--- src/rtl/aud_irq_pkg.sv ---
package aud_irq_pkg;
    localparam int NUM_IN   = 4;
    localparam int NUM_OUT  = 4;
    localparam int SRC_W    = 3;
    localparam int WORD_W   = 32;
    localparam int NUM_STRM = NUM_IN + NUM_OUT;
    localparam int RSVD_W   = WORD_W - 2 - NUM_STRM;

    typedef struct packed {
        logic rsp;
        logic ovf;
        logic line_chg;
    } ctrl_src_t;

    typedef struct packed {
        logic                gis;
        logic                cis;
        logic [RSVD_W-1:0]   rsvd;
        logic [NUM_STRM-1:0] strm;
    } status_word_t;

    function automatic logic ctrl_any(input ctrl_src_t s);
        return s.rsp | s.ovf | s.line_chg;
    endfunction
endpackage

--- src/rtl/aud_stream_or.sv ---
module aud_stream_or #(
    parameter int N_STRM = 4,
    parameter int VEC_W  = 3,
    localparam int BUS_W = N_STRM * VEC_W
) (
    input  logic [BUS_W-1:0]  vec_i,
    output logic [N_STRM-1:0] hit_o
);
    for (genvar k = 0; k < N_STRM; k++) begin : g_strm
        assign hit_o[k] = |vec_i[k*VEC_W +: VEC_W];
    end
endmodule

--- src/rtl/aud_status_pack.sv ---
module aud_status_pack
    import aud_irq_pkg::*;
(
    input  ctrl_src_t           ctrl_i,
    input  logic [NUM_IN-1:0]   in_hit_i,
    input  logic [NUM_OUT-1:0]  out_hit_i,
    output status_word_t        word_o
);
    always_comb begin
        word_o      = '0;
        word_o.strm = {out_hit_i, in_hit_i};
        word_o.cis  = ctrl_any(ctrl_i);
        word_o.gis  = word_o.cis | (|word_o.strm);
    end
endmodule

--- src/rtl/aud_irq_gate.sv ---
module aud_irq_gate
    import aud_irq_pkg::*;
(
    input  status_word_t        sts_i,
    input  logic [NUM_STRM-1:0] strm_en_i,
    input  logic                ctrl_en_i,
    input  logic                glb_en_i,
    output logic                irq_o
);
    logic ctrl_req;
    logic strm_req;
    always_comb begin
        ctrl_req = sts_i.cis & ctrl_en_i;
        strm_req = |(sts_i.strm & strm_en_i);
        irq_o    = glb_en_i & (ctrl_req | strm_req);
    end
endmodule

--- src/rtl/aud_irq_aggregator.sv ---
module aud_irq_aggregator
    import aud_irq_pkg::*;
(
    input  logic                       clk,
    input  logic                       rst,
    input  logic                       rsp_evt_i,
    input  logic                       rsp_ovf_i,
    input  logic                       line_chg_i,
    input  logic [NUM_IN*SRC_W-1:0]    in_strm_sts_i,
    input  logic [NUM_OUT*SRC_W-1:0]   out_strm_sts_i,
    input  logic [NUM_STRM-1:0]        strm_en_i,
    input  logic                       ctrl_en_i,
    input  logic                       glb_en_i,
    input  logic                       pwr_wake_i,
    input  logic                       rd_en_i,
    output logic [WORD_W-1:0]          rd_data_o,
    output logic                       irq_o
);
    ctrl_src_t           ctrl_src;
    logic [NUM_IN-1:0]   in_hit;
    logic [NUM_OUT-1:0]  out_hit;
    status_word_t        sts_next;
    status_word_t        sts_q;
    logic                unused_wake;

    // Wake has deliberately no path into the summary state.
    assign unused_wake = pwr_wake_i;

    assign ctrl_src = '{rsp: rsp_evt_i, ovf: rsp_ovf_i, line_chg: line_chg_i};

    aud_stream_or #(.N_STRM(NUM_IN), .VEC_W(SRC_W)) u_in_or (
        .vec_i (in_strm_sts_i),
        .hit_o (in_hit)
    );

    aud_stream_or #(.N_STRM(NUM_OUT), .VEC_W(SRC_W)) u_out_or (
        .vec_i (out_strm_sts_i),
        .hit_o (out_hit)
    );

    aud_status_pack u_pack (
        .ctrl_i    (ctrl_src),
        .in_hit_i  (in_hit),
        .out_hit_i (out_hit),
        .word_o    (sts_next)
    );

    always_ff @(posedge clk) begin
        if (rst) begin
            sts_q     <= '0;
            rd_data_o <= '0;
        end else begin
            sts_q <= sts_next;
            if (rd_en_i) rd_data_o <= sts_q;
        end
    end

    aud_irq_gate u_gate (
        .sts_i     (sts_q),
        .strm_en_i (strm_en_i),
        .ctrl_en_i (ctrl_en_i),
        .glb_en_i  (glb_en_i),
        .irq_o     (irq_o)
    );
endmodule

--- config.mk ---
export PLATFORM = sky130hd
export DESIGN_NAME = aud_irq_aggregator
export DESIGN_NICKNAME = d
export VERILOG_FILES = /design/src/rtl/aud_irq_pkg.sv /design/src/rtl/aud_stream_or.sv /design/src/rtl/aud_status_pack.sv /design/src/rtl/aud_irq_gate.sv /design/src/rtl/aud_irq_aggregator.sv
export SDC_FILE = /design/constraint.sdc
export NUM_CORES = 1
export LEC_CHECK = 0
export BUFFER_PORTS_ARGS = -buffer_cell sky130_fd_sc_hd__buf_2
export CAP_MARGIN = 20
export CORE_MARGIN = 2
export CORE_UTILIZATION = 35
export DETAILED_ROUTE_END_ITERATION = 8
export SYNTH_ARGS = -nofsm -noshare
export SYNTH_HDL_FRONTEND = slang
export SYNTH_HIERARCHICAL = 1
export SYNTH_SLANG_ARGS = --single-unit
--- constraint.sdc ---
create_clock -name clk -period 1.2 [get_ports clk]
set_input_delay 0.12 -clock clk [delete_from_list [all_inputs] [get_ports clk]]
set_output_delay 0.12 -clock clk [all_outputs]
set_load 0.005 [all_outputs]
==> results.py, run 1 <==
metrics = {
    "outcome": {
        "run_status": "finished with violations",
        "violated_checks": "negative setup slack",
    },
    "sta": {
        "final_max_slew_viol_count": 0,
        "period_share_pct": 120.5,
        "tns_ns": -0.2456,
        "final-hold-violation-count": 0,
        "period_minus_slack_ns": 1.446,
        "final_critical_path_setup_slack_ns": -0.2456,
        "fmaxAchievable_mhz": 691.7,
        "grt_setup_unrepaired": "true",
        "hold-worst-slack_ns": 0.1194,
        "worst_clock_skew_ns": 0.004862,
        "finalSetupViolations": 1,
    },
    "global_routing": {
        "grtUsageTotal_pct": 11.49,
        "grt_pass1_wl_mm": 6.513,
        "initial_antenna_violation_count": 0,
        "pin_count_of_the_biggest_net_entering_global_routing": 33,
        "gr-total-overflow": 0,
        "first_global_vias": 1418,
    },
    "clock_network": {
        "cts_made_buffers": 9,
        "cts-root-buf": "clkbuf_8",
        "worst_skew_pair.late_latency_ns": 0.33,
        "htree_num_levels": 3,
        "cts.sink_count": 64,
        "path_clk_slew_ns": 0.07,
        "clockBufferDepth": 2,
        "clock_tree_from_tritoncts": "built",
    },
    "worst_setup_path": {
        "rr_worst_depth": 2,
        "critPathMaxFanout": 2,
        "crit_slowest_cell": "dfxtp_2",
        "worst_r2r_endpoint": "rd_data_o[30]",
        "regToRegStartpoint": "sts_q[30]",
        "worst-r2r-setup-slack_ns": 0.59,
        "timing.critical_path.required_ns": 1.08,
        "end_kind": "primary output",
        "setup.worst_path.class": "reg -> out",
        "startpoint_type": "register",
        "crit_path_max_incr_delay_ns": 0.32,
        "crit_path_cell_trace": "a22o_1, a221oi_2, a31oi_1, buf_2",
        "crit_arrival_ns": 1.33,
    },
    "detailed_routing": {
        "routed_vias_inst": 4.061,
        "route.detailed.wl_per_inst_um": 10.50,
        "drt_pass1_iterations": 4,
        "routed-via-count": 1523,
        "antenna_violating_nets_remaining": 0,
        "drt_drc_violations_left": 0,
        "drtIter0Drc": 35,
        "routed_wirelength_mm": 3.939,
    },
    "place": {
        "routability_driven_placement_congestion_ratio": 0.7707,
        "dp_hpwl_mm": 2.773,
        "cell_total_after_placement": 359,
        "io_buffer_count": 72,
    },
    "yosys": {
        "syn_area_per_cell_um2": 10.86,
        "syn-instance-count": 220,
        "netlist-cell-type-count": 19,
        "postSynthRegisterBits": 64,
        "syn-cell-area_um2": 2390,
        "ys.warnings.count": 6,
        "synth-seq-area-share_pct": 53.61,
    },
    "die": {
        "die_height_um": 86.63,
        "die-area_um2": 7505,
        "floorplan.initialDensity_pct": 35.77,
        "core_region_area_um2": 6681,
        "die_width_um": 86.63,
        "top_level_ports": 74,
        "core.rowCount": 30,
    },
    "power_and_ir_drop": {
        "power.density_nw_per_um2": 1475,
        "intPower_w": 0.003221,
        "power_switching_w": 0.0009800,
        "seq_power_share_pct": 54.3,
        "total_leakage_power_nw": 1.400,
        "design_power_total_w": 0.004201,
        "power.share.switching_pct": 23.33,
        "power_frac_comb_pct": 8.4,
        "share_clk_of_total_power_pct": 37.3,
        "ir_worst_vdd_mv": 0.8668,
    },
    "flow_run": {
        "maxCapViolations": 0,
    },
    "hold_path": {
        "hp-start": "out_strm_sts_i[8]",
        "hold_class": "in -> reg",
        "min_delay_path_depth": 3,
        "min_delay_worst_endpoint": "sts_q[6]",
    },
    "finish": {
        "area.growth.synth_to_final_pct": 19.21,
        "num-nets-final": 331,
        "utilization_pct": 42.64,
        "fill_cells": 680,
        "fin_cells": 375,
        "drive_gt1_share_pct": 33.22,
        "insertedDiodeCount": 0,
    },
}
==> cell usage in the layout (no fill, tap or decap) <==
cell,instances
conb_1,22
clkinvlp_4,2
nor4_1,2
a22o_1,1
nor2b_1,32
dfxtp_1,63
a221oi_2,1
or3_4,1
buf_12,2
a31oi_1,1
a22oi_1,1
clkbuf_8,10
buf_4,5
inv_1,1
or3_1,8
dfxtp_2,1
a222oi_1,1
clkinv_2,4
mux2i_1,32
nand3b_1,1
nor2_1,32
buf_2,72
==> power groups by stage <==
stage / clock network (W) / logic, W / registers [W]
after floorplan: 0 / 0.000283 / 0.00233
after global placement: 0 / 0.000355 / 0.00233
after detailed placement: 0 / 0.000360 / 0.00233
after CTS: 0.00165 / 0.000361 / 0.00228
after global routing: 0.00173 / 0.000404 / 0.00229
final: 0.00157 / 0.000355 / 0.00228
==> synthesized netlist by cell type, drive strengths merged <==
cell | instances | area, um2
inv | 1 | 3.750
a22o | 1 | 8.760
nand3b | 1 | 7.510
a222oi | 1 | 10.01
mux2i | 32 | 320.3
dfxtp | 64 | 1281
nor2 | 32 | 120.1
or3 | 9 | 61.31
conb | 1 | 3.750
a22oi | 1 | 7.510
nor2b | 32 | 200.2
a221oi | 1 | 15.01
a31oi | 1 | 6.260
nor4 | 2 | 12.51
buf | 41 | 331.6
==> critical path, delay by kind of cell, from the launching register on <==
family / cells / cell delay (ns)
AOI/OAI and AO/OA: 3 / 0.53
buffers and inverters: 1 / 0.14
DFF: 1 / 0.32
==> worst max path at each step <==
stage                     slack (ns)        end              from
final                          -0.25      irq_o          sts_q[4]
after global routing           -0.37      irq_o          sts_q[4]
after CTS                      -0.30      irq_o          sts_q[4]
after detailed placement       -0.03  sts_q[31]  in_strm_sts_i[1]
after global placement         -0.04  sts_q[31]  in_strm_sts_i[1]
after floorplan                 0.12  sts_q[31]  in_strm_sts_i[4]
==> final cells by class <==
cell class / count / area, um2 / share of cell area, %
clock buffer: 10 / 137.6 / 4.831
sequential: 64 / 1282 / 45.02
inverter: 1 / 3.754 / 0.1318
tap: 80 / 100.1 / 3.513
clock inverter: 6 / 35.03 / 1.230
multi-input combinational: 135 / 852.1 / 29.91
timing repair buffer: 79 / 437.9 / 15.37
==> through the flow <==
step	setup WS [ns]	area, um2
6_report	-0.2456	2849
4_1_cts	-0.2981	2849
3_3_place_gp	-0.03833	2675
3_5_place_dp	-0.03003	2675
2_1_floorplan	0.1213	2469
5_1_grt	-0.3653	2849
==> repair_timing <==
action,in CTS,in global routing
endpoints found under the setup margin,1,1
setup buffers,0,0
pin swaps,2,1
hold buffers,0,0
resized for setup,1,0
==> state kept, by name, indices dropped and copies added, names as in the netlist <==
register,cells
rd_data_o,32
sts_q,32
==> cell families (layout without fill, tap and decap cells) <==
logic type,count (synthesis),in the layout,share of synthesized area (%)
buffers and inverters,42,96,14.03
AND/OR/NAND/NOR,76,76,16.81
multiplexers,32,32,13.40
flip-flops,64,64,53.61
other,1,22,0.1569
AO/OA/AOI/OAI,5,5,1.990
==> per-layer routing <==
layer	routed length [um]	global-route usage, %	up-vias
li1	-	-	806
met1	1763	12.69	668
met2	1856	17.90	41
met3	235	5.905	8
met4	84	6.250	0
met5	0	0	-
(Power assumes the default switching activity.)
==> inputs of run 2 (changes only) <==
--- a/config.mk
+++ b/config.mk
@@ -5,11 +5,13 @@
 export SDC_FILE = /design/constraint.sdc
 export NUM_CORES = 1
 export LEC_CHECK = 0
-export BUFFER_PORTS_ARGS = -buffer_cell sky130_fd_sc_hd__buf_2
+export BUFFER_PORTS_ARGS = -buffer_cell sky130_fd_sc_hd__buf_4
 export CAP_MARGIN = 20
 export CORE_MARGIN = 2
 export CORE_UTILIZATION = 35
+export CTS_BUF_LIST = sky130_fd_sc_hd__clkbuf_8
 export DETAILED_ROUTE_END_ITERATION = 8
+export HOLD_SLACK_MARGIN = 0.03
 export SYNTH_ARGS = -nofsm -noshare
 export SYNTH_HDL_FRONTEND = slang
 export SYNTH_HIERARCHICAL = 1
==> results.py, run 2 (synthesis results as in run 1) <==
metrics = {
    "power_and_ir_drop": {
        "intPower_w": 0.003567,
        "power.share.switching_pct": 21.77,
        "total_leakage_power_nw": 1.464,
        "power.density_nw_per_um2": 1473,
        "seq_power_share_pct": 50.1,
        "power_frac_comb_pct": 9.3,
        "power_switching_w": 0.0009928,
        "ir_worst_vdd_mv": 1.127,
        "share_clk_of_total_power_pct": 40.6,
    },
    "die": {
        "core.rowCount": 30,
        "floorplan.initialDensity_pct": 35.77,
        "die_height_um": 86.63,
        "die-area_um2": 7505,
        "top_level_ports": 74,
        "core_region_area_um2": 6681,
        "die_width_um": 86.63,
    },
    "global_routing": {
        "grtUsageTotal_pct": 11.97,
        "first_global_vias": 1406,
        "pin_count_of_the_biggest_net_entering_global_routing": 30,
        "grt_pass1_wl_mm": 6.699,
        "initial_antenna_violation_count": 0,
        "gr-total-overflow": 0,
    },
    "worst_setup_path": {
        "cp.buffers_inverters": 1,
        "end_kind": "primary output",
        "rr_worst_depth": 2,
        "crit_slowest_cell": "dfxtp_2",
        "crit_path_cell_trace": "a22o_1, a221oi_2, a31oi_1, buf_4",
        "cp.depth": 4,
        "crit_path_max_incr_delay_ns": 0.32,
        "worst_r2r_endpoint": "rd_data_o[30]",
        "critPathMaxFanout": 2,
        "timing.critical_path.required_ns": 1.08,
        "worst-r2r-setup-slack_ns": 0.58,
        "regToRegStartpoint": "sts_q[30]",
        "startpoint_type": "register",
        "crit_arrival_ns": 1.34,
        "critPathCapture": "irq_o",
        "cell_type_group_with_the_largest_total_delay_on_the_critical_path": "compound AO/OA/AOI/OAI gates",
        "startpoint": "sts_q[4]",
        "setup.worst_path.class": "reg -> out",
    },
    "detailed_routing": {
        "routed_wirelength_mm": 4.074,
        "drt_pass1_iterations": 4,
        "drtIter0Drc": 52,
        "routed-via-count": 1515,
        "antenna_violating_nets_remaining": 0,
        "drt_drc_violations_left": 0,
        "route.detailed.wl_per_inst_um": 10.84,
        "routed_vias_inst": 4.029,
    },
    "sta": {
        "grt_setup_unrepaired": "true",
        "final_critical_path_setup_slack_ns": -0.2553,
        "hold-worst-slack_ns": 0.09411,
        "period_share_pct": 121.3,
        "worst_clock_skew_ns": 0.004630,
        "final-hold-violation-count": 0,
        "finalSetupViolations": 1,
        "tns_ns": -0.2553,
        "final_max_slew_viol_count": 0,
        "fmaxAchievable_mhz": 687.2,
        "period_minus_slack_ns": 1.455,
    },
    "hold_path": {
        "hold_class": "in -> reg",
    },
    "finish": {
        "final_common_cell": "buf_4",
        "fill_cells": 662,
        "top_regs": "rd_data_o x32, sts_q x32",
        "final_design_area_no_fill_um2": 3097,
        "area.growth.synth_to_final_pct": 29.58,
        "drive_gt1_share_pct": 33.78,
        "mostFrequentLayoutCells": "76 x buf_4, 62 x dfxtp_1, 32 x mux2i_1, 32 x nor2_1, 32 x nor2b_1",
        "insertedDiodeCount": 0,
        "num-nets-final": 332,
    },
    "outcome": {
        "violated_checks": "negative setup slack",
        "run_status": "finished with violations",
    },
    "clock_network": {
        "cts_hold_repair.buffers": 0,
        "path_clk_slew_ns": 0.07,
        "cts-root-buf": "clkbuf_8",
        "htree_num_levels": 3,
        "clockBufferDepth": 2,
        "cts_made_buffers": 9,
        "worst_skew_pair.late_latency_ns": 0.33,
        "cts.sink_count": 64,
        "clock_tree_from_tritoncts": "built",
    },
    "flow_run": {
        "maxCapViolations": 0,
    },
    "place": {
        "cell_area_reported_after_detailed_placement_um2": 2888,
        "io_buffer_count": 72,
        "routability_driven_placement_congestion_ratio": 0.7606,
        "dp_hpwl_mm": 2.888,
    },
}
## run 2: cell types whose count changed in the layout (fill, tap and decap cells not counted), sizes merged
| cell | previous run | this run |
|---|---|---|
| bufinv | 0 | 1 |
| clkinv | 4 | 2 |
| clkbuf | 10 | 11 |
| buf | 79 | 80 |
## run 2: final cells by class
| class | instances | area [um2] | share of cell area [%] |
|---|---|---|---|
| inverter | 1 | 3.754 | 0.1212 |
| clock buffer | 11 | 151.4 | 4.889 |
| multi-input combinational | 135 | 852.1 | 27.52 |
| tap | 80 | 100.1 | 3.232 |
| sequential | 64 | 1284 | 41.45 |
| timing repair buffer | 80 | 650.6 | 21.01 |
| clock inverter | 5 | 55.05 | 1.778 |
## run 2: power groups by stage
stage	sequential [W]	combinational [W]	clock [W]
finish	0.00228	0.000426	0.00185
global route	0.00230	0.000472	0.00203
CTS	0.00229	0.000432	0.00192
detailed placement	0.00233	0.000431	0
global placement	0.00233	0.000428	0
floorplan	0.00233	0.000283	0
## run 2: metrics by stage
stage                     util, %  setup slack, ns  std cells  total power, W
final                       46.35          -0.2553        376        0.004560
after global routing        46.35          -0.3567        376        0.004796
after CTS                   46.33          -0.3058        376        0.004640
after detailed placement    43.22         -0.09268        360        0.002763
after global placement      43.22         -0.05454        360        0.002758
after floorplan                 -           0.1213        241        0.002609
## run 2: routing by layer
metal	part of all wire (%)	vias to the layer above	GRT usage, %
li1	-	801	-
met2	48	40	18.32
met5	0	-	0
met1	44	665	13.60
met4	1.7	0	5.966
met3	6.8	9	6.381
## run 2: how the worst min path moves through the flow
stage,start,depth (start not counted),endpoint
final,rst,2,sts_q[2]
after global placement,rst,2,rd_data_o[8]
after CTS,rst,2,sts_q[2]
after detailed placement,rst,2,sts_q[2]
after global routing,rst,2,sts_q[6]
after floorplan,glb_en_i,2,irq_o
## run 2: repair_timing
action,in CTS,in global routing
setup buffers,0,0
endpoints found under the setup margin,1,1
gates resized for setup,1,1
hold endpoints to repair,0,0
pin swaps,2,0
